## src/rtl/cap_pkg.sv

```systemverilog
package cap_pkg;
  typedef enum logic [1:0] {
    EDGE_OFF  = 2'd0,
    EDGE_RISE = 2'd1,
    EDGE_FALL = 2'd2,
    EDGE_ANY  = 2'd3
  } edge_mode_e;

  localparam int unsigned SLOTS = 2;
endpackage

```

## src/rtl/cap_sync.sv

```systemverilog
module cap_sync #(
  parameter int unsigned STAGES = 2
) (
  input  logic clk,
  input  logic rst_n,
  input  logic d_i,
  output logic q_o
);
  logic [STAGES-1:0] chain_q;

  generate
    for (genvar i = 0; i < STAGES; i++) begin : g_stage
      always_ff @(posedge clk or negedge rst_n) begin
        if (!rst_n) chain_q[i] <= 1'b0;
        else if (i == 0) chain_q[i] <= d_i;
        else chain_q[i] <= chain_q[(i == 0) ? 0 : i-1];
      end
    end
  endgenerate

  assign q_o = chain_q[STAGES-1];
endmodule

```

## src/rtl/cap_edge_detect.sv

```systemverilog
module cap_edge_detect
  import cap_pkg::*;
(
  input  logic       clk,
  input  logic       rst_n,
  input  logic       lvl_i,
  input  logic [1:0] mode_i,
  output logic       hit_o,
  output logic       arm_clr_o
);
  logic       prev_q;
  edge_mode_e mode, mode_q;
  logic       rise, fall;

  assign mode = edge_mode_e'(mode_i);

  always_ff @(posedge clk or negedge rst_n) begin
    if (!rst_n) begin
      prev_q <= 1'b0;
      mode_q <= EDGE_OFF;
    end else begin
      prev_q <= lvl_i;
      mode_q <= mode;
    end
  end

  assign rise = lvl_i & ~prev_q;
  assign fall = ~lvl_i & prev_q;

  always_comb begin
    unique case (mode)
      EDGE_RISE: hit_o = rise;
      EDGE_FALL: hit_o = fall;
      EDGE_ANY:  hit_o = rise | fall;
      default:   hit_o = 1'b0;
    endcase
  end

  assign arm_clr_o = (mode_q == EDGE_OFF) && (mode != EDGE_OFF);

  a_r1_off_no_hit: assert property (@(posedge clk) disable iff (!rst_n)
    (mode == EDGE_OFF) |-> !hit_o);
  a_r1_rise_only: assert property (@(posedge clk) disable iff (!rst_n)
    (hit_o && mode == EDGE_RISE) |-> (lvl_i && !prev_q));
endmodule

```

## src/rtl/cap_sequencer.sv

```systemverilog
module cap_sequencer
  import cap_pkg::*;
#(
  parameter int unsigned CNT_W = 32
) (
  input  logic             clk,
  input  logic             rst_n,
  input  logic             hit_i,
  input  logic             dir_in_i,
  input  logic             second_sel_i,
  input  logic             clr_i,
  input  logic [CNT_W-1:0] count_i,
  output logic [CNT_W-1:0] cap_a_o,
  output logic [CNT_W-1:0] cap_b_o,
  output logic             event_o
);
  localparam int unsigned NW = $clog2(SLOTS + 1);

  logic [NW-1:0]    n_q, n_base;
  logic             take;
  logic [CNT_W-1:0] slot_q [SLOTS];

  assign n_base = clr_i ? '0 : n_q;
  assign take   = hit_i && dir_in_i && (n_base < NW'(SLOTS));

  always_ff @(posedge clk or negedge rst_n) begin
    if (!rst_n) begin
      n_q     <= '0;
      event_o <= 1'b0;
    end else begin
      n_q     <= take ? n_base + NW'(1) : n_base;
      event_o <= take && (n_base == NW'(second_sel_i));
    end
  end

  generate
    for (genvar s = 0; s < SLOTS; s++) begin : g_slot
      always_ff @(posedge clk or negedge rst_n) begin
        if (!rst_n) slot_q[s] <= '0;
        else if (take && n_base == NW'(s)) slot_q[s] <= count_i;
      end
    end
  endgenerate

  assign cap_a_o = slot_q[0];
  assign cap_b_o = slot_q[1];

  a_r3_count_max: assert property (@(posedge clk) disable iff (!rst_n)
    n_q <= NW'(SLOTS));
  a_r3_full_hold: assert property (@(posedge clk) disable iff (!rst_n)
    (n_q == NW'(SLOTS) && !clr_i) |=> ($stable(cap_a_o) && $stable(cap_b_o) && !event_o));
  a_r5_output_dir: assert property (@(posedge clk) disable iff (!rst_n)
    !dir_in_i |=> ($stable(cap_a_o) && $stable(cap_b_o) && !event_o));
  a_r4_event_cause: assert property (@(posedge clk) disable iff (!rst_n)
    event_o |-> $past(hit_i && dir_in_i));
  a_r6_clear_keeps: assert property (@(posedge clk) disable iff (!rst_n)
    (clr_i && !hit_i) |=> ($stable(cap_a_o) && $stable(cap_b_o)));
endmodule

```

## src/rtl/dual_edge_capture.sv

```systemverilog
module dual_edge_capture #(
  parameter int unsigned CNT_W       = 32,
  parameter int unsigned SYNC_STAGES = 2
) (
  input  logic             clk,
  input  logic             rst_n,
  input  logic             pin_i,
  input  logic [CNT_W-1:0] count_i,
  input  logic [1:0]       edge_mode_i,
  input  logic             second_sel_i,
  input  logic             pin_is_input_i,
  input  logic             count_clr_i,
  output logic [CNT_W-1:0] cap_a_o,
  output logic [CNT_W-1:0] cap_b_o,
  output logic             event_o
);
  logic pin_s, hit, arm_clr;

  cap_sync #(.STAGES(SYNC_STAGES)) u_sync (
    .clk(clk), .rst_n(rst_n), .d_i(pin_i), .q_o(pin_s));

  cap_edge_detect u_edge (
    .clk(clk), .rst_n(rst_n), .lvl_i(pin_s), .mode_i(edge_mode_i),
    .hit_o(hit), .arm_clr_o(arm_clr));

  cap_sequencer #(.CNT_W(CNT_W)) u_seq (
    .clk(clk), .rst_n(rst_n), .hit_i(hit), .dir_in_i(pin_is_input_i),
    .second_sel_i(second_sel_i), .clr_i(count_clr_i | arm_clr),
    .count_i(count_i), .cap_a_o(cap_a_o), .cap_b_o(cap_b_o),
    .event_o(event_o));
endmodule

```

## config.mk

```make
export PLATFORM = sky130hd
export DESIGN_NAME = dual_edge_capture
export DESIGN_NICKNAME = d
export VERILOG_FILES = /design/src/rtl/cap_pkg.sv /design/src/rtl/cap_sync.sv /design/src/rtl/cap_edge_detect.sv /design/src/rtl/cap_sequencer.sv /design/src/rtl/dual_edge_capture.sv
export SDC_FILE = /design/constraint.sdc
export NUM_CORES = 1
export LEC_CHECK = 0
export BUFFER_PORTS_ARGS = -buffer_cell sky130_fd_sc_hd__buf_2
export CAP_MARGIN = 40
export CELL_PAD_IN_SITES_DETAIL_PLACEMENT = 1
export CELL_PAD_IN_SITES_GLOBAL_PLACEMENT = 2
export CORE_ASPECT_RATIO = 1.5
export CORE_MARGIN = 3
export CORE_UTILIZATION = 32
export DETAILED_ROUTE_END_ITERATION = 8
export PLACE_DENSITY = 0.79
export SETUP_SLACK_MARGIN = 0.3
export SLEW_MARGIN = 25
export SYNTH_ARGS = -nofsm -noshare
export SYNTH_HDL_FRONTEND = slang
export SYNTH_SLANG_ARGS = --single-unit
```

## constraint.sdc

```tcl
create_clock -name clk -period 2.8 [get_ports clk]
set_input_delay 0.42 -clock clk [delete_from_list [all_inputs] [get_ports clk]]
set_output_delay 0.42 -clock clk [all_outputs]
set_load 0.02 [all_outputs]
```

; ---- Word-level counts from Yosys, hierarchy flattened
; Cells that the tools add are included.
[word_totals]
reg_bits = 72
elab_cells = 33
inputBits = 40
mem_bits_rw = 0
out_inout_bits = 65
latchBits = 0
memories = 0
rom_bits = 0
[op_classes]
n_bitwise = 6
n_mul = 0
n_shift = 0
n_div = 0
n_mux = 3
magnitude_cmp = 1
reduce_logical = 9
n_addsub = 1
n_eq_ne = 5
[ops]
columns = cell, n
row1 = $logic_and A1 B1 Y1, 6
row2 = $eq A2 B1 Y1 const B, 2
row3 = $eq A2 B2 Y1 const B, 2
row4 = $logic_not A2 Y1, 2
row5 = $mux W2, 2
row6 = $pmux W1 S3, 1
row7 = $add A2 B1 Y2 const B, 1
row8 = $and A1 B1 Y1, 2
row9 = $eq A2 B1 Y1, 1
row10 = $lt A2 B2 Y1 const B, 1
row11 = $not A1 Y1, 2
row12 = $or A1 B1 Y1, 2
row13 = $reduce_bool A2 Y1, 1

; ---- Depth between registers and ports, before layout
; Gate-level depths: netlist of run 1.
[depth]
ltp_word = 7
mapped_depth = 7
mapped_depth_nobuf = 6

; ---- Cells and area by module
; Synthesis of run 1 repeated with hierarchy kept, for this count alone.
[hier_totals]
cells_unflattened = 166
area_unflattened_um2 = 3017.9
[modules_own_cells]
columns = mod, cells_each, n_inst, seq_area_each_um2, area_per_inst_um2
row1 = cap_sequencer, 150, 1, 1676.6, 2816.5
row2 = cap_edge_detect, 13, 1, 75.1, 145.1
row3 = cap_sync, 2, 1, 50.0, 50.0
row4 = dual_edge_capture, 1, 1, 0.0, 6.3

; ---- Least setup slack after synthesis of run 1
; Ideal clock, no wire load.
[synth_path]
path_type = reg2reg
startpoint = register u_sync.chain_q[1] (netlist: u_sync.q_o)
endpoint = register u_seq.slot_q (netlist bit u_seq.cap_a_o[0])
stages_incl_launch_ff = 8
synth_period_minus_slack_ns = 1.952
path_slack_ns = 0.848
t_required_ns = 2.672
arrival_ns = 1.824
cell_sequence = dfrtp_1 -> inv_1 -> ha_1 -> nand2b_1 -> a311oi_2 -> nand3_1 -> buf_2 -> mux2_1
[synth_via]
elab_chain_cells = 7
elab_cells_between_ends = 8
cone_classes = mux (1) / bitwise (4) / reduce/logical (3)
[synth_rtl]
columns = element, line_no
row1 = "start, declared", cap_sync.sv:9  ; logic [STAGES-1:0] chain_q;
row2 = "start signal, assigned by index", cap_sync.sv:15  ; else if (i == 0) chain_q[i] <= d_i;
row3 = "start signal, assigned by index", cap_sync.sv:16  ; else chain_q[i] <= chain_q[(i == 0) ? 0 : i-1];
row4 = $not A1 Y1, cap_edge_detect.sv:28  ; assign fall = ~lvl_i & prev_q;
row5 = $and A1 B1 Y1, cap_edge_detect.sv:28
row6 = $or A1 B1 Y1, cap_edge_detect.sv:34  ; EDGE_ANY: hit_o = rise | fall;
row7 = $pmux W1 S3 *, cap_edge_detect.sv:31  ; unique case (mode)
row8 = $logic_and A1 B1 Y1 * (2 in a row), cap_sequencer.sv:24  ; assign take = hit_i && dir_in_i && (n_base < NW'(SLOTS));
row9 = $logic_and A1 B1 Y1 *, cap_sequencer.sv:40  ; else if (take && n_base == NW'(s)) slot_q[s] <= count_i;
row10 = "end signal, assigned by index", cap_sequencer.sv:40
row11 = "end, declared", cap_sequencer.sv:21  ; logic [CNT_W-1:0] slot_q [SLOTS];
; Every way passes the cells marked *; elsewhere a longest branch is shown, timed or not.
; A chain may end at the register's enable or synchronous reset.

; ---- Final worst setup path of run 1
[layout_path]
startpoint = register u_sync.chain_q[1] (netlist: u_sync.q_o)
endpoint = register u_seq.slot_q (netlist bit u_seq.cap_b_o[16])
; The elaborated chain is that of the path after synthesis.

==> impl_metrics.yaml, run 1 <==
status:
  status: "completed"
cts:
  cts_tree: "done"
  ctsResizeCount: 0
  ctsHoldBuffers: 0
  cts_setup_buffers: 0
  numCtsBuffers: 9
  clk_path_buf_depth: 2
  path_clk_slew_ns: 0.06
  root_buffer: "clkbuf_16"
  cts_sinks: 72
  insertion_delay_ns: 0.32
  cts_max_level: 3
worst_setup_path:
  r2r_cells: 7
  critPathMaxStageDelay_ns: 0.42
  critical_path_buf_inv_count: 2
  rr_endpoint: "u_seq.cap_b_o[16]$_DFFE_PN0P_"
  reg2reg_from: "u_sync.q_o$_DFF_PN0_"
  cp_max_fo: 32
  end_kind: "flop"
  crit_arrival_ns: 2.35
  cp-start-kind: "flop"
  critPathSlowestCell: "a311oi_2"
  critical_path.top_delay_family: "compound AO/OA/AOI/OAI gates"
  path_class: "flop to flop"
  cp.required_ns: 2.99
  r2r_slack_ns: 0.64
  crit_chain: "inv_1 > ha_1 > nand2b_1 > a311oi_2 > nand3_2 > buf_4 > mux2_1"
drt:
  vias_per_cell: 4.49
  met1_length_microns: 2230
  dr.max_layer_used: "met4"
  wire_per_inst_microns: 15.5
  ant_nets: 0
  dr.first_iter.drc_count: 47
  drtPass1Iterations: 2
  wl_met2_microns: 3440
  met3_wirelength_microns: 337
  route.detailed.drc: 0
  vias: 1745
  wirelength_microns: 6050
logic_synthesis:
  ys_ff_latch: 72
  netlist_area_sq_um: 2730
  seq_area_frac_synth_pct: 66.1
  yosys_warnings: 0
  netlist_instances: 166
  avgSynthCellArea_sq_um: 16.4
  yosys.cell_types.count: 16
  synth_nets: 210
timing:
  post-route-min-period_ns: 2.16
  finalHoldViolCount: 0
  tightest_slew_ns: 0.515
  finClkSkew_ns: 0.00478
  max_clock_freq_mhz: 464
  finalSetupViolCount: 0
  slew_headroom_pct: 65.6
  setup_tns_ns: 0
  rsz0062_at_grt: "false"
  drv_slew: 0
  post-route-period-util_pct: 77.0
die:
  die-area_sq_um: 9690
  dieHeight_microns: 119
  die_x_microns: 81.4
  ios: 105
  core_region_area_sq_um: 8160
  rows: 40
  initial_core_util_pct: 33.4
cells_and_area:
  layout_commonest_cell: "buf_2"
  n_antenna_cell: 0
  area_growth_syn_to_layout_pct: 37.0
  regArea_sq_um: 1800
  nets: 323
  layout-drive-gt1-share_pct: 45.8
  multi_input_area_sq_um: 886
  stdcell_area_sq_um: 3730
  nFillCells: 867
  final_cell_mix: "buf_2, dfrtp_1, mux2_1, clkbuf_16, inv_1"
grt:
  grt_use_total_pct: 13.2
  grt_max_degree: 73
  grt_pass1_vias: 1861
  antenna_found_initial: 0
  grt_pass1_wl_microns: 9460
  grt.overflow.total: 0
place:
  postPlaceCellArea_sq_um: 3400
  gp_congestion: 0.658
  portBuffers: 104
  place_hpwl_microns: 4520
run:
  max-cap-violations: 0
pwr:
  powerDensity_nw_per_um2: 995
  p_leak_nw: 1.89
  worst_ir_drop_vdd_uv: 514
worst_hold_path:
  min_path_type: "primary input to asynchronous set/reset pin"
cell families (layout without fill, tap and decap cells):
kind of cell	count (synthesis)	after routing	share of synthesized area [%]
AO/OA/AOI/OAI	4	4	1.70
XOR/XNOR	2	2	0.643
adder cells (fa/ha/maj)	4	4	1.84
buffers and inverters	11	129	1.79
flip-flops	72	72	66.1
multiplexers	64	64	26.4
AND/OR/NAND/NOR	9	9	1.51
how the worst max path moves through the flow:
stage / from / endpoint / slack, ns / depth (start not counted)
floorplan: u_sync.q_o$_DFF_PN0_ / u_seq.cap_a_o[0]$_DFFE_PN0P_ / 0.85 / 7
global placement: edge_mode_i[1] / u_seq.cap_b_o[1]$_DFFE_PN0P_ / 0.65 / 7
detailed placement: edge_mode_i[0] / u_seq.cap_b_o[28]$_DFFE_PN0P_ / 0.60 / 7
CTS: u_sync.q_o$_DFF_PN0_ / u_seq.cap_b_o[16]$_DFFE_PN0P_ / 0.62 / 7
global route: u_sync.q_o$_DFF_PN0_ / u_seq.cap_b_o[20]$_DFFE_PN0P_ / 0.47 / 7
finish: u_sync.q_o$_DFF_PN0_ / u_seq.cap_b_o[16]$_DFFE_PN0P_ / 0.64 / 7
report_power, final:
group	switching [W]	total [W]	internal (W)
Sequential	0.000141	0.00147	0.00133
Combinational	0.000618	0.000998	0.000381
Clock	0.000392	0.00125	0.000853
Total	0.00115	0.00372	0.00257
metal layers:
metal / vias to the layer above / GRT usage, %
li1: 806 / -
met1: 879 / 13.9
met2: 56 / 24.0
met3: 4 / 3.71
met4: 0 / 4.76
met5: - / 0
sequential cells by signal (all words and copies together), names as in the netlist:
register and flops:
u_seq.cap_a_o 32, u_seq.cap_b_o 32, u_edge.mode_q 2, u_seq.n_q 2
u_edge.prev_q 1, u_seq.event_o 1, u_sync.chain_q 1, u_sync.q_o 1
metrics by stage:
step,utilization [%],hold slack [ns],cells,setup slack [ns],total power [W]
after floorplan,-,0.124,166,0.848,0.00207
after global placement,41.7,0.337,373,0.648,0.00248
after detailed placement,41.7,0.343,373,0.602,0.00252
after CTS,45.8,0.145,389,0.616,0.00379
after global routing,45.8,0.129,389,0.466,0.00392
final,45.8,0.124,389,0.645,0.00372
worst register-to-register path: stages, from the launching register on:
cell	delay (ns)
dfrtp_1	0.36
inv_1	0.05
ha_1	0.28
nand2b_1	0.15
a311oi_2	0.42
nand3_2	0.11
buf_4	0.28
mux2_1	0.39
layout make-up:
| type | instances | share of cell area [%] |
|---|---|---|
| Sequential cell | 72 | 48.2 |
| Clock inverter | 2 | 1.61 |
| Clock buffer | 14 | 7.34 |
| Multi-Input combinational cell | 83 | 23.7 |
| Inverter | 5 | 0.503 |
| Timing Repair Buffer | 108 | 15.1 |
| Tap cell | 105 | 3.52 |
Yosys cell counts:
master	count	share of area (%)
a21oi_1	1	0.18
nand2_1	3	0.41
mux2_1	60	25
a311oi_2	1	0.55
o311ai_2	1	0.60
nor2_1	2	0.28
inv_1	5	0.69
xor2_1	1	0.32
mux2_2	4	1.7
dfrtp_1	72	66
ha_1	4	1.8
xnor2_1	1	0.32
o311a_1	1	0.37
nand2b_1	2	0.46
buf_2	6	1.1
nand3_1	2	0.37
Note: power is estimated with default switching activity, not from simulation.
==> run 2, diff against run 1 <==
==> constraint.sdc (replaced) <==
create_clock -name clk -period 2 [get_ports clk]
set_input_delay 0.3 -clock clk [delete_from_list [all_inputs] [get_ports clk]]
set_output_delay 0.3 -clock clk [all_outputs]
set_load 0.02 [all_outputs]
==> run 2 against run 1 <==
Net effect:
- the flow now finishes with violations (negative hold slack)
- power increased by 33%
- first-iteration DRC count increased by 4.3%
- design area increased by 2.2%
- critical endpoint is now u_seq.cap_a_o[9]$_DFFE_PN0P_
- highest routed layer is now met5
==> impl_metrics.yaml, run 2 (synthesis results as in run 1) <==
status:
  status: "finished with violations"
  violations: "negative hold slack"
worst_setup_path:
  cp-start-kind: "flop"
  r2r_cells: 7
  critPathCapture: "u_seq.cap_a_o[9]$_DFFE_PN0P_"
  critical_path_buf_inv_count: 2
  critPathSlowestCell: "dfrtp_1"
  cp_max_fo: 17
  r2r_slack_ns: 0.06
  reg2reg_from: "u_sync.q_o$_DFF_PN0_"
  cp.required_ns: 2.20
  path_class: "flop to flop"
  critPathMaxStageDelay_ns: 0.37
  startpoint: "u_sync.q_o$_DFF_PN0_"
  critical_path.top_delay_family: "flip-flops"
  end_kind: "flop"
  rr_endpoint: "u_seq.cap_a_o[9]$_DFFE_PN0P_"
  crit_arrival_ns: 2.14
  crit_chain: "inv_1 > ha_1 > nand2b_4 > a311oi_4 > nand3_2 > buf_12 > mux2_4"
  path_depth: 7
drt:
  vias_per_cell: 4.61
  dr.first_iter.drc_count: 49
  vias: 1817
  drtPass1Iterations: 2
  route.detailed.drc: 0
  wire_per_inst_microns: 16.8
  ant_nets: 0
  wirelength_microns: 6610
pwr:
  internal-power_w: 0.00335
  seqPwrFrac_pct: 41.9
  p_leak_nw: 1.99
  power_switching_share_pct: 32.5
  powerDensity_nw_per_um2: 1300
  pwr-share-clk_pct: 27.9
  total_power_w: 0.00496
  worst_ir_drop_vdd_uv: 580
  p_switching_w: 0.00161
  pwr-share-comb_pct: 30.3
cells_and_area:
  final_cell_mix: "buf_2, dfrtp_1, mux2_1, mux2_4, clkbuf_16"
  layout_commonest_cell: "buf_2"
  layout-drive-gt1-share_pct: 52.9
  nets: 330
  n_antenna_cell: 0
  fin_util_pct: 46.8
  area_growth_syn_to_layout_pct: 40.1
  stdcell_area_sq_um: 3820
grt:
  grt.overflow.total: 0
  grt_use_total_pct: 14.0
  grt_use_met2_pct: 24.5
  grt_pass1_vias: 1991
  grt_busiest_layer: "met2"
  grt_util_met3_pct: 4.77
  grt_pass1_wl_microns: 9860
  antenna_found_initial: 1
  grtUsageMet1_pct: 13.7
  grt_max_degree: 73
cts:
  clk_path_buf_depth: 2
  cts_sinks: 72
  ctsHoldBuffers: 0
  path_clk_slew_ns: 0.05
  cts_max_level: 3
  cts_tree: "done"
  insertion_delay_ns: 0.32
  numCtsBuffers: 9
  root_buffer: "clkbuf_16"
place:
  postPlaceCellArea_sq_um: 3490
  gp_congestion: 0.731
  portBuffers: 104
  place_hpwl_microns: 4860
die:
  die_x_microns: 81.4
  ios: 105
  initial_core_util_pct: 33.4
  core_region_area_sq_um: 8160
  dieHeight_microns: 119
  rows: 40
  die-area_sq_um: 9690
timing:
  drv_slew: 0
  finalSetupViolCount: 0
  max_clock_freq_mhz: 517
  holdWs_ns: -0.0131
  post-route-period-util_pct: 96.8
  post-route-min-period_ns: 1.94
  rsz0062_at_grt: "true"
  finClkSkew_ns: 0.00500
  setup_tns_ns: 0
  slew_headroom_pct: 74.2
  finalHoldViolCount: 4
  tightest_slew_ns: 0.387
run:
  max-cap-violations: 0
worst_hold_path:
  min_path_type: "primary input to asynchronous set/reset pin"
[run 2: changes by cell type in the layout (fill, tap and decap cells not counted), sizes merged]
| cell | delta |
|---|---|
| buf | +7 |
| bufinv | -2 |
| clkbuf | -1 |
| clkinv | +1 |
[run 2: layer usage]
metal / routed length (microns) / up-vias
met5: 13 / -
met1: 2310 / 919
met2: 3640 / 60
li1: - / 817
met4: 227 / 2
met3: 417 / 19
[run 2: power by group through the flow]
stage / Combinational, W / Clock (W) / Sequential [W]
global route: 0.00161 / 0.00150 / 0.00212
detailed placement: 0.00146 / 0 / 0.00210
finish: 0.00150 / 0.00138 / 0.00208
global placement: 0.00142 / 0 / 0.00208
floorplan: 0.000344 / 0 / 0.00258
CTS: 0.00146 / 0.00145 / 0.00208
[run 2: what timing repair did]
action | CTS | global route
gates cloned | 0 | 0
resized for setup | 0 | 15
endpoints found under the setup margin | 64 | 65
setup buffers | 1 | 1
[run 2: worst min-delay path by stage]
stage / start / endpoint / slack [ns] / cells past startpoint
final: rst_n / u_seq.cap_b_o[25]$_DFFE_PN0P_ / -0.01 / 2
after global routing: rst_n / u_seq.cap_b_o[24]$_DFFE_PN0P_ / 0.01 / 2
after CTS: rst_n / u_seq.cap_b_o[23]$_DFFE_PN0P_ / 0.01 / 2
after detailed placement: u_sync.chain_q[0]$_DFF_PN0_ / u_sync.q_o$_DFF_PN0_ / 0.35 / 0
after global placement: u_sync.chain_q[0]$_DFF_PN0_ / u_sync.q_o$_DFF_PN0_ / 0.35 / 0
after floorplan: rst_n / u_edge.mode_q[0]$_DFF_PN0_ / 0.004 / 0
[run 2: per-stage QoR]
| stage | hold WS, ns | setup slack (ns) | std cells |
|---|---|---|---|
| after floorplan | 0.00441 | 0.149 | 166 |
| after global placement | 0.346 | 0.0971 | 378 |
| after detailed placement | 0.353 | 0.0116 | 378 |
| after CTS | 0.00977 | 0.0348 | 393 |
| after global routing | 0.0139 | -0.0480 | 394 |
| final | -0.0131 | 0.0649 | 394 |
[run 2: area by class of cell]
cell class                      count  area (sq um)
Clock buffer                       13           250
Clock inverter                      1          5.00
Fill cell                         877          4340
Inverter                            5          18.8
Multi-Input combinational cell     83           971
Sequential cell                    72          1800
Tap cell                          105           131
Timing Repair Buffer              115           641
